$ cat src/rtl/insn_gate_pkg.sv
`timescale 1ns/1ps
package insn_gate_pkg;

    localparam int FEAT_W     = 4;
    localparam int FEAT_MUL   = 0;
    localparam int FEAT_DIV   = 1;
    localparam int FEAT_SHIFT = 2;
    localparam int FEAT_SEXT  = 3;

    localparam int SYS_BREAK  = 2;
    localparam int SYS_CALL   = 7;

    typedef enum logic [3:0] {
        CLS_PLAIN,
        CLS_MUL,
        CLS_DIV,
        CLS_SEXT,
        CLS_SHL,
        CLS_SHR_I,
        CLS_SHR_R,
        CLS_SYS,
        CLS_USER,
        CLS_CSRW,
        CLS_UNDEF
    } insn_cls_e;

    typedef struct packed {
        logic ill;
        logic brk;
        logic sc;
    } trap_req_t;

endpackage

$ cat src/rtl/insn_gate_classify.sv
`timescale 1ns/1ps
module insn_gate_classify
    import insn_gate_pkg::*;
#(
    parameter logic [5:0]  OP_SRU_I    = 6'h00,
    parameter logic [5:0]  OP_SR_I     = 6'h01,
    parameter logic [5:0]  OP_SL_I     = 6'h02,
    parameter logic [5:0]  OP_MUL_I    = 6'h03,
    parameter logic [5:0]  OP_DIVU     = 6'h04,
    parameter logic [5:0]  OP_MODU     = 6'h05,
    parameter logic [5:0]  OP_MUL_R    = 6'h06,
    parameter logic [5:0]  OP_SR_R     = 6'h07,
    parameter logic [5:0]  OP_SRU_R    = 6'h08,
    parameter logic [5:0]  OP_SL_R     = 6'h09,
    parameter logic [5:0]  OP_SEXTB    = 6'h0A,
    parameter logic [5:0]  OP_SEXTH    = 6'h0B,
    parameter logic [5:0]  OP_SYS      = 6'h0C,
    parameter logic [5:0]  OP_USER     = 6'h0D,
    parameter logic [5:0]  OP_CSRW     = 6'h0E,
    parameter logic [63:0] OPC_DEFINED = 64'h0000_FFFF_FFFF_7FFF
) (
    input  logic [5:0] opcode,
    output insn_cls_e  cls
);

    always_comb begin
        case (opcode)
            OP_MUL_I, OP_MUL_R:  cls = CLS_MUL;
            OP_DIVU, OP_MODU:    cls = CLS_DIV;
            OP_SEXTB, OP_SEXTH:  cls = CLS_SEXT;
            OP_SL_I, OP_SL_R:    cls = CLS_SHL;
            OP_SR_I, OP_SRU_I:   cls = CLS_SHR_I;
            OP_SR_R, OP_SRU_R:   cls = CLS_SHR_R;
            OP_SYS:              cls = CLS_SYS;
            OP_USER:             cls = CLS_USER;
            OP_CSRW:             cls = CLS_CSRW;
            default:             cls = OPC_DEFINED[opcode] ? CLS_PLAIN : CLS_UNDEF;
        endcase
    end

endmodule

$ cat src/rtl/insn_gate_slots.sv
`timescale 1ns/1ps
module insn_gate_slots #(
    parameter int NUM_SLOTS = 4,
    parameter int SEL_W     = 5,
    parameter int CNT_W     = 3,
    parameter int BP_BASE   = 'h10,
    parameter int WP_BASE   = 'h18
) (
    input  logic [SEL_W-1:0] csr_sel,
    input  logic [CNT_W-1:0] bp_cnt,
    input  logic [CNT_W-1:0] wp_cnt,
    output logic             slot_bad
);

    logic [NUM_SLOTS-1:0] bp_bad;
    logic [NUM_SLOTS-1:0] wp_bad;

    for (genvar i = 0; i < NUM_SLOTS; i++) begin : g_slot
        localparam logic [SEL_W-1:0] BP_SEL = SEL_W'(BP_BASE + i);
        localparam logic [SEL_W-1:0] WP_SEL = SEL_W'(WP_BASE + i);
        // slot i exists only when the configured count exceeds i
        assign bp_bad[i] = (csr_sel == BP_SEL) && (bp_cnt <= CNT_W'(i));
        assign wp_bad[i] = (csr_sel == WP_SEL) && (wp_cnt <= CNT_W'(i));
    end

    assign slot_bad = (|bp_bad) | (|wp_bad);

endmodule

$ cat src/rtl/insn_gate_rules.sv
`timescale 1ns/1ps
module insn_gate_rules
    import insn_gate_pkg::*;
(
    input  insn_cls_e         cls,
    input  logic [FEAT_W-1:0] feat,
    input  logic [4:0]        imm5,
    input  logic [4:0]        shamt5,
    input  logic              slot_bad,
    output trap_req_t         req
);

    always_comb begin
        req = '0;
        case (cls)
            CLS_MUL:   req.ill = !feat[FEAT_MUL];
            CLS_DIV:   req.ill = !feat[FEAT_DIV];
            CLS_SEXT:  req.ill = !feat[FEAT_SEXT];
            CLS_SHL:   req.ill = !feat[FEAT_SHIFT];
            // without the barrel shifter only a single-position right shift exists
            CLS_SHR_I: req.ill = !feat[FEAT_SHIFT] && (imm5 != 5'd1);
            CLS_SHR_R: req.ill = !feat[FEAT_SHIFT] && (shamt5 != 5'd1);
            CLS_SYS: begin
                if (imm5 == 5'(SYS_BREAK))     req.brk = 1'b1;
                else if (imm5 == 5'(SYS_CALL)) req.sc  = 1'b1;
                else                           req.ill = 1'b1;
            end
            CLS_USER:  req.ill = 1'b1;
            CLS_UNDEF: req.ill = 1'b1;
            CLS_CSRW:  req.ill = slot_bad;
            default:   req = '0;
        endcase
    end

endmodule

$ cat src/rtl/insn_gate.sv
`timescale 1ns/1ps
module insn_gate
    import insn_gate_pkg::*;
#(
    parameter int          XLEN        = 32,
    parameter int          NUM_SLOTS   = 4,
    parameter int          CSR_BP_BASE = 'h10,
    parameter int          CSR_WP_BASE = 'h18,
    parameter logic [5:0]  OP_SYS      = 6'h0C,
    parameter logic [5:0]  OP_USER     = 6'h0D,
    parameter logic [63:0] OPC_DEFINED = 64'h0000_FFFF_FFFF_7FFF,
    localparam int         CNT_W       = $clog2(NUM_SLOTS + 1)
) (
    input  logic              clk,
    input  logic              rst_n,
    input  logic              insn_valid,
    input  logic [31:0]       insn,
    input  logic [XLEN-1:0]   insn_pc,
    input  logic [XLEN-1:0]   shift_src,
    input  logic [FEAT_W-1:0] feat_en,
    input  logic [CNT_W-1:0]  bp_count,
    input  logic [CNT_W-1:0]  wp_count,
    output logic              trap_illegal,
    output logic              trap_break,
    output logic              trap_syscall,
    output logic              wb_kill,
    output logic [XLEN-1:0]   trap_pc
);

    typedef struct packed {
        logic            ill;
        logic            brk;
        logic            sc;
        logic            kill;
        logic [XLEN-1:0] pc;
    } gate_state_t;

    logic [5:0] opcode;
    logic [4:0] imm5;
    logic [4:0] csr_sel;
    insn_cls_e  cls;
    logic       slot_bad;
    trap_req_t  req;
    logic       unused_bits;

    assign opcode      = insn[31:26];
    assign csr_sel     = insn[25:21];
    assign imm5        = insn[4:0];
    assign unused_bits = ^{insn[20:5], insn_pc[1:0], shift_src[XLEN-1:5]};

    insn_gate_classify #(
        .OP_SYS      (OP_SYS),
        .OP_USER     (OP_USER),
        .OPC_DEFINED (OPC_DEFINED)
    ) u_classify (
        .opcode (opcode),
        .cls    (cls)
    );

    insn_gate_slots #(
        .NUM_SLOTS (NUM_SLOTS),
        .SEL_W     (5),
        .CNT_W     (CNT_W),
        .BP_BASE   (CSR_BP_BASE),
        .WP_BASE   (CSR_WP_BASE)
    ) u_slots (
        .csr_sel  (csr_sel),
        .bp_cnt   (bp_count),
        .wp_cnt   (wp_count),
        .slot_bad (slot_bad)
    );

    insn_gate_rules u_rules (
        .cls      (cls),
        .feat     (feat_en),
        .imm5     (imm5),
        .shamt5   (shift_src[4:0]),
        .slot_bad (slot_bad),
        .req      (req)
    );

    gate_state_t st_d, st_q;

    always_comb begin
        st_d      = st_q;
        st_d.ill  = 1'b0;
        st_d.brk  = 1'b0;
        st_d.sc   = 1'b0;
        st_d.kill = 1'b0;
        if (insn_valid) begin
            st_d.ill  = req.ill;
            st_d.brk  = !req.ill && req.brk;
            st_d.sc   = !req.ill && !req.brk && req.sc;
            st_d.kill = req.ill | req.brk | req.sc;
            if (st_d.kill) begin
                st_d.pc = {insn_pc[XLEN-1:2], 2'b00};
            end
        end
    end

    always_ff @(posedge clk) begin
        if (!rst_n) st_q <= '0;
        else        st_q <= st_d;
    end

    assign trap_illegal = st_q.ill;
    assign trap_break   = st_q.brk;
    assign trap_syscall = st_q.sc;
    assign wb_kill      = st_q.kill;
    assign trap_pc      = st_q.pc;

    assert_one_trap_R11: assert property (@(posedge clk) disable iff (!rst_n)
        $onehot0({trap_illegal, trap_break, trap_syscall}));

    assert_trap_needs_valid_R11: assert property (@(posedge clk) disable iff (!rst_n)
        (trap_illegal || trap_break || trap_syscall) |-> $past(insn_valid));

    assert_pc_aligned_R12: assert property (@(posedge clk) disable iff (!rst_n)
        trap_pc[1:0] == 2'b00);

    assert_pc_hold_R12: assert property (@(posedge clk) disable iff (!rst_n)
        !wb_kill |-> $stable(trap_pc));

    assert_user_illegal_R9: assert property (@(posedge clk) disable iff (!rst_n)
        (insn_valid && insn[31:26] == OP_USER) |=> trap_illegal);

    assert_syscall_R8: assert property (@(posedge clk) disable iff (!rst_n)
        (insn_valid && insn[31:26] == OP_SYS && insn[4:0] == 5'(SYS_CALL)) |=> trap_syscall);

endmodule

$ cat config.mk
export PLATFORM = sky130hd
export DESIGN_NAME = insn_gate
export DESIGN_NICKNAME = d
export VERILOG_FILES = /design/src/rtl/insn_gate_pkg.sv /design/src/rtl/insn_gate_classify.sv /design/src/rtl/insn_gate_slots.sv /design/src/rtl/insn_gate_rules.sv /design/src/rtl/insn_gate.sv
export SDC_FILE = /design/constraint.sdc
export NUM_CORES = 1
export LEC_CHECK = 0
export ABC_AREA = 1
export ABC_CLOCK_PERIOD_IN_PS = 2000
export BUFFER_PORTS_ARGS = -buffer_cell sky130_fd_sc_hd__buf_4
export CELL_PAD_IN_SITES_DETAIL_PLACEMENT = 1
export CELL_PAD_IN_SITES_GLOBAL_PLACEMENT = 1
export CORE_MARGIN = 1
export CORE_UTILIZATION = 26
export CTS_BUF_LIST = sky130_fd_sc_hd__clkbuf_8
export DETAILED_ROUTE_END_ITERATION = 8
export HOLD_SLACK_MARGIN = 0.12
export PLACE_DENSITY_LB_ADDON = 0.15
export REMOVE_ABC_BUFFERS = 1
export SYNTH_ARGS = -nofsm -noshare
export SYNTH_HDL_FRONTEND = slang
export SYNTH_SLANG_ARGS = --single-unit
$ cat constraint.sdc
create_clock -name clk -period 2 [get_ports clk]
set_input_delay 0.1 -clock clk [delete_from_list [all_inputs] [get_ports clk]]
set_output_delay 0.1 -clock clk [all_outputs]
set_load 0.02 [all_outputs]
==> results of run 1 <==
## kinds of logic after synthesis
group,after synthesis,synth area share [%]
AND/OR/NAND/NOR,170,39.2
buffers and inverters,75,16.8
AO/OA/AOI/OAI,34,8.87
flip-flops,34,35.0
other,1,0.193
## sequential cells by signal, indices dropped and copies added (netlist names)
signal / count
trap_illegal: 1
wb_kill: 1
trap_pc: 30
trap_syscall: 1
trap_break: 1
## synth_stat cells (3+ instances only)
master and instances:
buf_4 6, nand2_2 3, dfxtp_1 34, buf_6 3, nand3_1 51, nor3_1 4
nor2_1 45, clkbuf_1 8, nand2_1 56, inv_2 7, inv_1 49, a21oi_1 32
## path summary, 6_finish.rpt
kind	startpoint	to	slack, ns	cells past startpoint
min reg2reg	trap_pc[7]	trap_pc[7]	0.48	2
max	insn[3]	trap_pc[30]	0.42	11
min	insn_pc[19]	trap_pc[19]	0.13	5
max reg2reg	trap_pc[30]	trap_pc[30]	1.40	2
## through the flow
stage / setup WS, ns / power, mW / util, % / instance area [sq um]
6_report: 0.422 / 1.89 / 39.3 / 2850
5_1_grt: 0.203 / 2.02 / 39.3 / 2850
4_1_cts: 0.409 / 1.93 / 39.3 / 2850
3_5_place_dp: 0.107 / 1.40 / 38.1 / 2760
3_3_place_gp: 0.170 / 1.39 / 38.1 / 2760
2_1_floorplan: 0.118 / 1.08 / - / 1830
## final cells by class
| class | count | area [sq um] |
|---|---|---|
| Fill cell | 975 | 4400 |
| Multi-Input combinational cell | 206 | 942 |
| Timing Repair Buffer | 102 | 803 |
| Sequential cell | 34 | 681 |
| Inverter | 56 | 210 |
| Tap cell | 99 | 124 |
| Clock buffer | 6 | 82.6 |
| Clock inverter | 2 | 8.76 |
## critical path: cells and delay by family
kind	cells	cell delay, ns
buf+inv	3	0.41
simple gates	7	1.08
compound gates	1	0.14
## per-layer routing
metal,track usage (%),up-vias,part of all wire (%)
li1,-,1151,-
met1,18.1,965,46
met2,24.5,53,46
met3,4.66,7,6.6
met4,4.40,0,1.2
met5,0,-,0
## power by group through the flow
stage	clock network [mW]	registers (mW)	logic, mW
6_report	0.514	0.772	0.600
5_1_grt	0.576	0.778	0.668
2_1_floorplan	0	0.863	0.217
4_1_cts	0.547	0.772	0.611
3_5_place_dp	0	0.787	0.611
3_3_place_gp	0	0.785	0.600
==> key figures, run 1 <==
Status
  – Status: completed

GRT
  – GR Overflow Total: 0
  – Largest net degree at the start of global routing: 60
  – Global-route wire length before repair: 8990 um
  – Antenna violations before repair: 0
  – Vias in the first global route: 2015
  – GRT Total Usage: 14.7%

Worst setup path
  – Worst Setup Start Kind: primary input
  – Worst EP arrival: 1.75 ns
  – CP max stage cell: nor4_1
  – Kind of critical path: in -> reg
  – Req. time, crit path: 2.18 ns
  – Critical-path maximum fanout: 36
  – Crit end category: register
  – CP most frequent cell: nand2_1
  – Largest stage delay, worst path: 0.39 ns
  – Crit path cell chain: buf_4, or2_1, nor4_1, inv_1, nand4_1, nand2_1, nand2_1, nand3_4, buf_12, a21oi_1, nor2_1

Clocking
  – Clock slew at reported path FFs: 0.07 ns
  – Clock Path Buffers: 2
  – Post-CTS Resized: 0
  – CTS tree: built
  – Hold buffer count at cts: 0
  – Setup Fix Bufs, Post-CTS: 0
  – Root Driver: clkbuf_8
  – Worst-Skew Late Latency: 0.28 ns
  – Clk sinks: 34
  – H-Tree Level Count: 2
  – Number of CTS-inserted buffers: 5

Cells and area
  – Antenna cells: 0
  – Most common cell after layout, fill and taps aside: buf_4
  – Commonest cells after routing, fill and taps aside: 99 x buf_4, 56 x nand2_1, 51 x nand3_1, 50 x inv_1, 45 x nor2_1
  – Share of cells above drive strength 1: 30.5%
  – Layout Cells excl Fill: 505
  – Area delta synth->final: 46.6%
  – Nets: 514

Placed design
  – Port-buffer cells: 97
  – Final HPWL DP: 4200 um
  – Placed cells: 497
  – RePlAce Congestion: 0.749

STA
  – Worst-Margin Slew: 0.589 ns
  – Tcrit/Tclk final: 78.9%
  – Slew margin rel.: 60.7%
  – Minimum clock period: 1.58 ns
  – RSZ-0062 raised after global routing: false
  – Hold slack final: 0.127 ns
  – Upper clock frequency limit: 0.634 GHz
  – Final Hold Violating Endpoints: 0
  – Final setup viols: 0
  – Final Max Slew Viols: 0
  – Setup TNS: 0 ns
  – Worst Clk Skew: 0 ns

Power
  – Cell Int Power: 1.29 mW
  – Seq pwr share: 40.9%
  – Net Sw Power: 0.599 mW
  – Clk pwr share: 27.2%
  – Comb power frac: 31.8%
  – Static leakage: 1.56 nW
  – Switching Fraction: 31.8%
  – P per Cell Area: 661 mW/mm^2
  – Peak ir drop on the vdd network: 283 uV

Routing
  – Average wire per standard cell: 11.1 um
  – DR DRC count: 0
  – Post-DRT Antenna Nets: 0
  – DRT Pass-1 Iters: 4
  – Number of DRC markers in iteration 0: 86
  – Routed WL: 5590 um
  – Vias/cell: 4.31
  – Routed via count: 2176

Job
  – Max-cap check violation count: 0

Die
  – FP Rows: 31
  – Starting Density: 26.8%
  – Die area: 0.00783 sq mm
  – IO Pins: 145
  – Chip height: 88.5 um
  – CORE AREA: 0.00725 sq mm
  – Die span in x: 88.5 um

Hold path
  – Worst Hold Class: in -> reg

Yosys
  – Synth Flop Type: dfxtp_1
  – Share of the synthesized area in the top cell type: 35.0%
  – Fraction of registers with async set/reset: 0%
  – Post-synth EDFFs: 0
  – Mapped Cells: 314
  – Seq/Total Area, Yosys: 35.0%
  – Area leader, netlist: dfxtp_1
  – Post-synthesis instance area: 0.00195 sq mm
  – Seq cells post-synth: 34
  – Count of different cell masters after synthesis: 23
  – Synth area leaders: dfxtp_1 35%, nand3_1 13%, nand2_1 11%, inv_1 9.5%, nor2_1 8.7%
  – Synth Area per Inst: 6.20 sq um
  – Synth warn: 0
(Power assumes the default switching activity.)
==> run 2, diff against run 1 <==
Settings changed: ABC_CLOCK_PERIOD_IN_PS 2000 to 1500.
Clock period 2 ns to 1.5 ns, I/O delays scaled along.
==> run 2 against run 1 <==
Effect of this change: final area increased by 29%; hold slack better by 0.0029 ns; clock skew did not move; wire length is 29% higher; worst setup slack got worse by 0.51 ns; die area stayed put; clock power is 62% higher; the run now ends with negative setup slack left; final cell count grew 9.9%; first-iteration DRC count down 53%; largest power group is now combinational logic; critical path depth up 4; combinational power up 92%.
==> key figures, run 2 (same netlist as run 1, synthesis figures left out) <==
Routing
  – Average wire per standard cell: 13.0 um (+18%)
  – Metal3 WL: 313 um (-15%)
  – Vias/cell: 4.39 (+1.9%)
  – Routed WL: 7230 um (+29%)
  – DR DRC count: 0 (unchanged)
  – Post-DRT Antenna Nets: 0 (unchanged)
  – Top Metal Used: met4
  – Wire length on met1: 3060 um (+18%)
  – DR WL met2: 3780 um (+48%)
  – DRT Pass-1 Iters: 4 (unchanged)
  – Number of DRC markers in iteration 0: 40 (-53%)
  – Routed via count: 2438 (+12%)

Worst setup path
  – Crit path cell chain: buf_4, nand2_1, inv_1, buf_4, nand3_1, nand2_1, nor2_1, nor2_1, nor2_1, nand2_1, nand2_2, nand3_4, clkbuf_16, a21oi_1, nor2_1
  – CP top delay family: simple AND/OR/NAND/NOR gates
  – CP max stage cell: clkbuf_16
  – Critical path buffer and inverter count: 4 (+1)
  – Kind of critical path: in -> reg
  – Crit end category: register
  – Critical-path maximum fanout: 8 (-78%)
  – Worst Setup Start Kind: primary input
  – CP most frequent cell: nor2_1
  – Reg-to-reg setup timing slack: 0.87 ns (-0.53 ns)
  – Largest stage delay, worst path: 0.24 ns (-0.15 ns)
  – Worst EP arrival: 1.77 ns (+0.02 ns)
  – Levels on crit path: 15 (+4)
  – R2R depth: 2 (unchanged)
  – Req. time, crit path: 1.68 ns (-0.50 ns)

Placed design
  – Placed cells: 508 (+2.2%)
  – RePlAce Congestion: 0.732 (-2.2%)
  – Final HPWL DP: 4440 um (+5.7%)
  – Port-buffer cells: 97 (unchanged)

Clocking
  – Number of CTS-inserted buffers: 5 (unchanged)
  – Root Driver: clkbuf_8
  – Clock Path Buffers: 2 (unchanged)
  – Worst-Skew Late Latency: 0.28 ns (about the same)
  – H-Tree Level Count: 2 (unchanged)
  – Clk sinks: 34 (unchanged)
  – Clock slew at reported path FFs: 0.07 ns (about the same)
  – CTS tree: built

Power
  – Static leakage: 1.88 nW (+21%)
  – P per Cell Area: 824 mW/mm^2 (+25%)
  – Tot Pwr: 3.02 mW (+60%)
  – Peak ir drop on the vdd network: 502 uV (+77%)

Die
  – Chip height: 88.5 um (unchanged)
  – CORE AREA: 0.00725 sq mm (unchanged)
  – FP Rows: 31 (unchanged)
  – Die span in x: 88.5 um (unchanged)
  – Starting Density: 26.8% (unchanged)
  – IO Pins: 145 (unchanged)
  – Die area: 0.00783 sq mm (unchanged)

Cells and area
  – Antenna cells: 0 (unchanged)
  – Filler cells: 913 (-6.4%)
  – Area delta synth->final: 88.6%
  – Final core utilization: 50.6% (+11 points)
  – Share of cells above drive strength 1: 41.2% (+11 points)
  – Most common cell after layout, fill and taps aside: buf_4
  – Max reg flops: 30 (unchanged)
  – Nets: 564 (+9.7%)
  – Layout Cells excl Fill: 555 (+9.9%)
  – Commonest cells after routing, fill and taps aside: 109 x buf_4, 49 x nand2_1, 48 x inv_1, 41 x nand3_1, 39 x nor2_1

STA
  – Worst Clk Skew: 0 ns (unchanged)
  – Minimum clock period: 1.59 ns
  – Final Max Slew Viols: 0 (unchanged)
  – Upper clock frequency limit: 0.629 GHz
  – Final Hold Violating Endpoints: 0 (unchanged)
  – Fin worst setup slack: -0.0904 ns (-0.512 ns)
  – Worst-Margin Slew: 0.502 ns (-0.0866 ns)
  – Tcrit/Tclk final: 106%
  – Slew margin rel.: 66.5% (+5.8 points)
  – RSZ-0062 raised after global routing: true
  – Final setup viols: 27 (+27)

Hold path
  – Worst Hold Class: in -> reg
  – Worst Hold Depth: 5 (unchanged)

GRT
  – GRT Total Usage: 16.8% (+2.1 points)
  – Antenna violations before repair: 0 (unchanged)
  – Global-route wire length before repair: 10300 um (+15%)
  – GR Overflow Total: 0 (unchanged)
  – Vias in the first global route: 2326 (+15%)
  – Largest net degree at the start of global routing: 45 (-25%)

Status
  – Status: finished with violations
  – Failing checks: negative setup slack

Job
  – Max-cap check violation count: 0 (unchanged)
-- run 2: cell count changes in the layout (fill, tap and decap cells not counted), moves of 5 or more --
cell,change
a21oi_1,-15
buf_6,+5
nand2_1,-7
a21oi_2,+14
buf_4,+10
nor2_1,-6
nand3_1,-10
nand3_2,+7
clkbuf_16,+6
dlygate4sd3_1,+27
-- run 2: stage by stage --
step	hold WS [ns]	TNS, ns	setup slack, ns	instance area, sq um
global placement	0.384	-7.41	-0.259	2840
global route	0.155	-5.79	-0.229	3670
CTS	0.122	0	0.00388	3230
floorplan	0.196	-11.01	-0.357	1830
detailed placement	0.397	-8.32	-0.303	2840
finish	0.130	-1.48	-0.0904	3670
-- run 2: final timing paths --
| path | start | endpoint |
|---|---|---|
| setup / recovery | insn[26] | trap_pc[2] |
| hold reg to reg | trap_pc[14] | trap_pc[14] |
| setup reg to reg | trap_pc[5] | trap_pc[5] |
| hold / removal | insn_pc[21] | trap_pc[21] |
-- run 2: routing by layer --
layer  up-vias  GRT usage [%]
met5         -              0
met4         0           5.72
met3         6           4.29
met2        52           30.0
met1      1119           19.5
li1       1261              -
-- run 2: worst min-delay path, delay by kind of cell --
family	cells	cell delay, ns
simple gates	3	0.20
buf+inv	2	0.12
-- run 2: area by class of cell --
class	instances	area [sq um]	share of cell area, %
clock inverters	3	40.0	1.09
repair buffers	151	1370	37.3
clock buffers	5	68.8	1.88
multi-input cells	207	1170	31.9
flip-flops and latches	34	681	18.6
inverters	56	215	5.87
well taps	99	124	3.38
-- run 2: where the power goes --
part	total [mW]	internal (mW)	switching [mW]
Sequential	1.04	0.988	0.0535
Clock	0.835	0.489	0.346
Combinational	1.15	0.588	0.559
-- run 2: repair_timing --
action | in CTS | in global routing
hold endpoints to repair | 27 | 0
pin swaps | 0 | 24
buffers inserted | 0 | 3
gates cloned | 0 | 9
resized for setup | 2 | 59
setup endpoints to repair | 1 | 31
hold buffers | 27 | 0
